## config.mk

```make
export PLATFORM = sky130hd
export DESIGN_NAME = lcd_timing_gen
export DESIGN_NICKNAME = d
export VERILOG_FILES = /design/src/rtl/lcd_tg_pkg.sv /design/src/rtl/lcd_tg_regs.sv /design/src/rtl/lcd_tg_seq.sv /design/src/rtl/lcd_timing_gen.sv
export SDC_FILE = /design/constraint.sdc
export NUM_CORES = 1
export LEC_CHECK = 0
export ABC_CLOCK_PERIOD_IN_PS = 3900
export BUFFER_PORTS_ARGS = -buffer_cell sky130_fd_sc_hd__buf_2
export CAP_MARGIN = 20
export CORE_ASPECT_RATIO = 1.2
export CORE_UTILIZATION = 50
export DETAILED_ROUTE_END_ITERATION = 7
export PLACE_DENSITY = 0.7
export SLEW_MARGIN = 30
export SYNTH_ARGS = -nofsm -noshare
export SYNTH_HDL_FRONTEND = slang
export SYNTH_SLANG_ARGS = --single-unit
```

## constraint.sdc

```tcl
create_clock -name clk -period 3.9 [get_ports clk]
set_input_delay 0.78 -clock clk [delete_from_list [all_inputs] [get_ports clk]]
set_output_delay 0.78 -clock clk [all_outputs]
set_load 0.01 [all_outputs]
```

## src/rtl/lcd_tg_pkg.sv

```systemverilog
`timescale 1ns/1ps
package lcd_tg_pkg;
    localparam int FW     = 16;
    localparam int ADDR_W = 3;

    localparam logic [ADDR_W-1:0] A_CTRL = 3'd0;
    localparam logic [ADDR_W-1:0] A_HTIM = 3'd1;
    localparam logic [ADDR_W-1:0] A_HSYN = 3'd2;
    localparam logic [ADDR_W-1:0] A_VTIM = 3'd3;
    localparam logic [ADDR_W-1:0] A_VSYN = 3'd4;
    localparam logic [ADDR_W-1:0] A_POL  = 3'd5;
    localparam logic [ADDR_W-1:0] A_TRIG = 3'd6;
    localparam logic [ADDR_W-1:0] A_INT  = 3'd7;

    localparam int POL_V_BIT  = 28;
    localparam int POL_H_BIT  = 27;
    localparam int POL_DE_BIT = 24;
    localparam int FE_EN_BIT  = 10;

    localparam logic [1:0] PWR_OFF = 2'd0;
    localparam logic [1:0] PWR_UP  = 2'd1;
    localparam logic [1:0] PWR_ON  = 2'd3;

    typedef struct packed {
        logic [FW-1:0] htot;
        logic [FW-1:0] hdisp;
        logic [FW-1:0] hsp;
        logic [FW-1:0] hsw;
        logic [FW-1:0] vtot;
        logic [FW-1:0] vdisp;
        logic [FW-1:0] vsp;
        logic [FW-1:0] vsw;
    } timing_t;

    typedef struct packed {
        logic    run;
        logic    oneshot;
        logic    pol_v;
        logic    pol_h;
        logic    pol_de;
        logic    fe_en;
        timing_t tm;
    } cfg_t;
endpackage

```

## src/rtl/lcd_tg_regs.sv

```systemverilog
`timescale 1ns/1ps
module lcd_tg_regs
    import lcd_tg_pkg::*;
(
    input  logic              clk,
    input  logic              rst_n,
    input  logic              we,
    input  logic [ADDR_W-1:0] addr,
    input  logic [31:0]       wdata,
    output cfg_t              cfg,
    output logic              trig_wr,
    output logic              int_wr
);
    cfg_t r_d, r_q;

    always_comb begin
        r_d = r_q;
        if (we) begin
            unique case (addr)
                A_CTRL: begin
                    r_d.run     = wdata[0];
                    r_d.oneshot = wdata[1];
                end
                A_HTIM: begin
                    r_d.tm.hdisp = wdata[31:16];
                    r_d.tm.htot  = wdata[15:0];
                end
                A_HSYN: begin
                    r_d.tm.hsw = wdata[31:16];
                    r_d.tm.hsp = wdata[15:0];
                end
                A_VTIM: begin
                    r_d.tm.vdisp = wdata[31:16];
                    r_d.tm.vtot  = wdata[15:0];
                end
                A_VSYN: begin
                    r_d.tm.vsw = wdata[31:16];
                    r_d.tm.vsp = wdata[15:0];
                end
                A_POL: begin
                    r_d.pol_v  = wdata[POL_V_BIT];
                    r_d.pol_h  = wdata[POL_H_BIT];
                    r_d.pol_de = wdata[POL_DE_BIT];
                end
                A_INT:   r_d.fe_en = wdata[FE_EN_BIT];
                default: ;
            endcase
        end
    end

    always_ff @(posedge clk or negedge rst_n) begin
        if (!rst_n) r_q <= '0;
        else        r_q <= r_d;
    end

    assign cfg     = r_q;
    assign trig_wr = we && (addr == A_TRIG) && wdata[0];
    assign int_wr  = we && (addr == A_INT);
endmodule

```

## src/rtl/lcd_tg_seq.sv

```systemverilog
`timescale 1ns/1ps
module lcd_tg_seq
    import lcd_tg_pkg::*;
#(
    parameter int PIX_PER_UNIT = 8,
    parameter int HU_W         = 10,
    parameter int LN_W         = 11,
    localparam int SUB_W       = $clog2(PIX_PER_UNIT)
) (
    input  logic             clk,
    input  logic             rst_n,
    input  logic             dot_en,
    input  cfg_t             cfg,
    input  logic             trig_wr,
    input  logic             int_wr,
    output logic             busy,
    output logic [1:0]       pwr,
    output logic [SUB_W-1:0] sub,
    output logic [HU_W-1:0]  hu,
    output logic [LN_W-1:0]  ln,
    output timing_t          sh,
    output logic             frame_end,
    output logic             irq
);
    typedef struct packed {
        logic [1:0]       pwr;
        logic             busy;
        logic             trig;
        logic             fe;
        logic             stat;
        logic [SUB_W-1:0] sub;
        logic [HU_W-1:0]  hu;
        logic [LN_W-1:0]  ln;
        timing_t          sh;
    } seq_t;

    seq_t s_d, s_q;
    logic unit_end, line_end, frame_last, go, start_req;

    assign unit_end   = (s_q.sub == SUB_W'(PIX_PER_UNIT - 1));
    assign line_end   = unit_end && (FW'(s_q.hu) == s_q.sh.htot - FW'(1));
    assign frame_last = line_end && (FW'(s_q.ln) == s_q.sh.vtot - FW'(1));
    assign go         = !cfg.oneshot || s_q.trig;

    always_comb begin
        s_d       = s_q;
        s_d.fe    = 1'b0;
        start_req = 1'b0;
        if (!cfg.run) begin
            s_d.pwr  = PWR_OFF;
            s_d.busy = 1'b0;
            s_d.trig = 1'b0;
            s_d.sub  = '0;
            s_d.hu   = '0;
            s_d.ln   = '0;
        end else if (s_q.pwr == PWR_OFF) begin
            s_d.pwr = PWR_UP;
        end else if (dot_en) begin
            if (s_q.pwr == PWR_UP) s_d.pwr = PWR_ON;
            if (s_q.busy) begin
                if (frame_last) begin
                    s_d.fe   = 1'b1;
                    s_d.busy = 1'b0;
                    s_d.sub  = '0;
                    s_d.hu   = '0;
                    s_d.ln   = '0;
                    if (cfg.fe_en) s_d.stat = 1'b1;
                    start_req = go;
                end else if (line_end) begin
                    s_d.sub = '0;
                    s_d.hu  = '0;
                    s_d.ln  = s_q.ln + LN_W'(1);
                end else if (unit_end) begin
                    s_d.sub = '0;
                    s_d.hu  = s_q.hu + HU_W'(1);
                end else begin
                    s_d.sub = s_q.sub + SUB_W'(1);
                end
            end else begin
                start_req = go;
            end
            if (start_req) begin
                s_d.busy = 1'b1;
                s_d.trig = 1'b0;
                s_d.sh   = cfg.tm;
                s_d.sub  = '0;
                s_d.hu   = '0;
                s_d.ln   = '0;
            end
        end
        if (trig_wr && cfg.run) s_d.trig = 1'b1;
        if (int_wr)             s_d.stat = 1'b0;
    end

    always_ff @(posedge clk or negedge rst_n) begin
        if (!rst_n) s_q <= '0;
        else        s_q <= s_d;
    end

    assign busy      = s_q.busy;
    assign pwr       = s_q.pwr;
    assign sub       = s_q.sub;
    assign hu        = s_q.hu;
    assign ln        = s_q.ln;
    assign sh        = s_q.sh;
    assign frame_end = s_q.fe;
    assign irq       = s_q.stat;

    p_pwr_code_r2: assert property (@(posedge clk) disable iff (!rst_n)
        s_q.pwr != 2'd2);
    p_busy_powered_r2: assert property (@(posedge clk) disable iff (!rst_n)
        s_q.busy |-> (s_q.pwr == PWR_ON));
    p_fe_single_r9: assert property (@(posedge clk) disable iff (!rst_n)
        s_q.fe |=> !s_q.fe);
    p_irq_clear_r10: assert property (@(posedge clk) disable iff (!rst_n)
        int_wr |=> !s_q.stat);
    p_freeze_r13: assert property (@(posedge clk) disable iff (!rst_n)
        (!dot_en && cfg.run && s_q.busy) |=> ($stable(s_q.sub) && $stable(s_q.hu) && $stable(s_q.ln)));
endmodule

```

## src/rtl/lcd_timing_gen.sv

```systemverilog
`timescale 1ns/1ps
module lcd_timing_gen
    import lcd_tg_pkg::*;
#(
    parameter int PIX_PER_UNIT = 8,
    parameter int HU_W         = 10,
    parameter int LN_W         = 11,
    localparam int SUB_W       = $clog2(PIX_PER_UNIT),
    localparam int X_W         = HU_W + SUB_W
) (
    input  logic              clk,
    input  logic              rst_n,
    input  logic              dot_en,
    input  logic              reg_we,
    input  logic [ADDR_W-1:0] reg_addr,
    input  logic [31:0]       reg_wdata,
    output logic              hsync,
    output logic              vsync,
    output logic              de,
    output logic [X_W-1:0]    px_x,
    output logic [LN_W-1:0]   px_y,
    output logic              frame_end,
    output logic              irq,
    output logic [1:0]        pwr_state
);
    cfg_t             cfg;
    timing_t          sh;
    logic             trig_wr, int_wr, busy;
    logic [SUB_W-1:0] sub;
    logic [HU_W-1:0]  hu;
    logic [LN_W-1:0]  ln;

    lcd_tg_regs u_regs (
        .clk(clk), .rst_n(rst_n), .we(reg_we), .addr(reg_addr), .wdata(reg_wdata),
        .cfg(cfg), .trig_wr(trig_wr), .int_wr(int_wr)
    );

    lcd_tg_seq #(.PIX_PER_UNIT(PIX_PER_UNIT), .HU_W(HU_W), .LN_W(LN_W)) u_seq (
        .clk(clk), .rst_n(rst_n), .dot_en(dot_en), .cfg(cfg),
        .trig_wr(trig_wr), .int_wr(int_wr), .busy(busy), .pwr(pwr_state),
        .sub(sub), .hu(hu), .ln(ln), .sh(sh), .frame_end(frame_end), .irq(irq)
    );

    logic [FW:0] hu_x, ln_x, h_stop, v_stop;
    logic        hs_raw, vs_raw, de_raw;

    always_comb begin
        hu_x   = (FW+1)'(hu);
        ln_x   = (FW+1)'(ln);
        h_stop = {1'b0, sh.hsp} + {1'b0, sh.hsw};
        v_stop = {1'b0, sh.vsp} + {1'b0, sh.vsw};
        hs_raw = busy && (hu_x >= {1'b0, sh.hsp}) && (hu_x < h_stop);
        vs_raw = busy && (ln_x >= {1'b0, sh.vsp}) && (ln_x < v_stop);
        de_raw = busy && (FW'(hu) < sh.hdisp) && (FW'(ln) < sh.vdisp);
        hsync  = hs_raw ^ cfg.pol_h;
        vsync  = vs_raw ^ cfg.pol_v;
        de     = de_raw ^ cfg.pol_de;
        px_x   = de_raw ? (X_W'(hu) * X_W'(PIX_PER_UNIT) + X_W'(sub)) : '0;
        px_y   = de_raw ? ln : '0;
    end

    p_idle_levels_r6: assert property (@(posedge clk) disable iff (!rst_n)
        !busy |-> (hsync == cfg.pol_h && vsync == cfg.pol_v && de == cfg.pol_de));
    p_px_blank_r12: assert property (@(posedge clk) disable iff (!rst_n)
        (de == cfg.pol_de) |-> (px_x == '0 && px_y == '0));
endmodule

```

==> results.md <==
* Outcome: finished with violations
* Worst EP required at 3.12 ns
* Post-synth ARST share at 100.0%
* Worst setup path class: flop to output port
* CTS tree: done
* Post-Route WL at 37,840 um
* Failing checks: setup timing
* CTS buffer count at 30
* Crit end category: output port
* DRT iter0 DRCs at 540
* Main combinational cell family by area after synthesis: multiplexers
* Clock skew at 0.009178 ns
* Post-Synth Adder-Cell Area at 8.351%
* Yosys reg bits at 292
* # clock sinks at 292
* Hold-fix buffers, CTS at 0
* Post-synthesis area per instance at 11.29 um2
* VDD IR-drop max at 0.4550 mV
* Final min period at 4.768 ns
* Tcrit/Tclk final at 122.3%
* Critical Path AT at 3.99 ns
* Post-synth EDFFs at 0
* DIE AREA at 30,720 um2
* Largest net degree at the start of global routing at 90
* Mapped Area at 15,010 um2
* Clock-pin slew on the worst setup and hold paths at 0.06 ns
* Yosys warning total at 0
* Fin. max-slew vios at 0
* Simple-gate share of the synthesized area at 10.28%
* Compound-cell area share of the yosys netlist at 10.74%
* Synth top area share at 48.67%
* Clk root buf: clkbuf_16
* Die height at 191.8 um
* Htree depth at 1
* Register area share after synthesis at 48.67%
* Area growth syn-to-layout at 18.50%
* LEAKAGE at 8.090 nW
* Pre-antenna DRT Iters at 5
* RSZ-0062 raised after global routing: yes
* Final ANT Viol Nets at 0
* Routing usage on met1 at 31.02%
* Mapped Cells at 1,330
* CP max-delay cell: dfrtp_1
* Vias in the first global route at 11,070
* Effective utilization at floorplan at 50.70%
* Max_cap viols at 0
* Post-DP HPWL at 25,970 um
* Grt ovf at 0
* GRT met2 Usage at 43.85%
* Diode count at 0
* PwrDens at 711.9 nW/um2
* Bufs on Longest Clock Path at 3
* Core ar. at 29,610 um2
* Synth top area cells: dfrtp_1, mux2_2, ha_1
* Initial antenna violation count at 2
* M3 GR Usage at 4.146%
* Nets at 1,596
* Mapped Nets at 1,468
* Yosys top cell by area: dfrtp_1
* Ratio of cells with drive above 1 in the final layout at 32.32%
* Wire per inst at 20.24 um
* Hold Vio Cnt, Final at 0
* Gpl congestion at 0.8837
* Most common flop cell mapped by yosys: dfrtp_1
* Distinct cells, synth at 65
* Post-synthesis mux area share at 16.10%
* Busiest grt layer: met2
* Setup-failing EPs final at 27
* Setup WS post-layout at -0.8682 ns
* GRT Total Usage at 25.34%
* Worst skew pair latency at 0.56 ns
* Fmax at 0.2097 GHz
* Via Count at 10,770
* Actual slew at the worst max-slew pin at 0.8249 ns
* Max_slew headroom at 44.63%
* CP peak stage delay at 0.36 ns
* Most frequent cell after synthesis: dfrtp_1
* FP Rows at 69
* Die width at 160.2 um
* Util after Layout at 60.08%
* Tot Pwr at 0.01266 W
* CP Max Fanout at 2
* Worst Hold Class: input pin to async pin
* Startpoint class of the critical path: flop
* First-pass GRT wire length at 59,860 um
* DRC viols at 0
* Synth Area in XOR/XNOR at 2.625%
* Crit-path cells: ha_2, inv_2, fa_2, nor2b_1, o21a_1, o21ai_2, a21oi_2, a21o_1, a21oi_2, xnor2_1, ha_2, nor4_4, o21ai_1, a21oi_1, o31ai_1, o2111ai_1, a211oi_2, a221o_1, xnor2_2, buf_2
* I/O Pins at 70
* Via density at 5.761
* Port bufs at 69
* Synth top cells by count: dfrtp_1, mux2_2, o21ai_0
[layout make-up]
cell class,instances,area [um2]
Multi-Input combinational cell,920,7466
Timing Repair Buffer,145,1267
Fill cell,2384,11820
Inverter,69,259.0
Clock inverter,10,110.1
Tap cell,390,488.0
Clock buffer,43,890.9
Sequential cell,292,7308
[per-layer routing]
metal,vias up,wire (um),share of wire (%)
met5,-,27,0.071
met4,4,1871,4.9
met3,92,1653,4.4
met2,251,18420,49
met1,5391,15870,42
li1,5030,-,-
[per-stage QoR]
stage | area [um2] | setup WS (ns) | TNS (ns) | hold WS [ns] | std cells
floorplan | 15020 | -0.01124 | -0.01124 | 0.4444 | 1330
global placement | 16270 | -0.3860 | -0.7419 | 0.4571 | 1801
detailed placement | 16270 | -0.4645 | -0.8813 | 0.4670 | 1801
CTS | 17500 | -0.9110 | -3.115 | 0.2628 | 1863
global route | 17790 | -1.078 | -5.859 | 0.2920 | 1869
finish | 17790 | -0.8682 | -2.431 | 0.2428 | 1869
[cell families (layout without fill, tap and decap cells)]
family,after synthesis,after routing
xor+xnor,45,45
flops,292,292
simple gates,299,299
compound gates,262,262
buf+inv,118,267
fa+ha+maj,99,99
mux,215,215
[layout by cell type (no fill, tap or decap), types with 6 or more instances in the layout]
cell,Yosys,final
nor2b_1,11,8
clkbuf_8,0,7
or3_1,7,7
ha_1,97,92
or2_2,6,6
nand3_1,22,21
nor4_1,11,9
buf_4,4,60
nand2_1,91,91
mux2_2,210,210
nor2_1,36,36
o31ai_1,10,9
inv_1,69,66
nand2b_1,28,28
buf_2,16,44
and2_4,0,24
o21ai_0,109,99
o21a_1,11,11
or4_1,8,8
a21oi_1,52,45
xor2_1,23,23
nor3_1,22,20
a21o_1,22,22
xnor2_1,22,20
buf_6,1,25
clkbuf_16,0,31
a21oi_2,0,7
dfrtp_1,292,291
and3_1,8,8
nand4_1,10,10
buf_12,0,15
o21ai_1,1,9
[path summary, 6_finish.rpt]
| kind | from | end | slack [ns] | cells past startpoint |
|---|---|---|---|---|
| setup / recovery | u_seq.sh[0] | vsync | -0.87 | 20 |
| hold / removal | rst_n | u_regs.cfg[11] | 0.24 | 1 |
| setup reg to reg | u_seq.sh[113] | u_seq.sh[43] | 0.16 | 12 |
| hold reg to reg | u_regs.cfg[25] | u_seq.sh[25] | 0.47 | 2 |
| max in group asynchronous | rst_n | u_seq.hu[0] | 2.81 | 2 |
| min in group clk | u_regs.cfg[25] | u_seq.sh[25] | 0.47 | 2 |
[critical path: cells and delay by family (launching register included)]
family | cells | cell delay, ns
AOI/OAI and AO/OA | 11 | 1.51
xor gates and xnor gates | 2 | 0.27
adders and majority gates | 3 | 0.74
buffers and inverters | 2 | 0.18
DFF | 1 | 0.36
and+or+nand+nor | 2 | 0.37
[report_power, final]
group	switching (W)	internal (W)
Clock	0.00119	0.00171
Sequential	0.000699	0.00401
Combinational	0.00252	0.00253
Total	0.00441	0.00825
[sequential cells by signal (all words and copies together), names as in the netlist]
register and count:
u_seq.sh 128, u_seq.busy 1, u_seq.irq 1, u_seq.s_q 1, u_seq.sub 3, u_seq.hu 10, u_regs.cfg 134, u_seq.ln 11
u_seq.pwr 2, u_seq.frame_end 1
[what timing repair did]
action,4_1_cts,5_1_grt
cloned,3,0
buffers inserted,6,9
hold endpoints to repair,0,0
resized for setup,26,72
pin swaps,24,24
setup endpoints to repair,27,102
(Power assumes the default switching activity.)
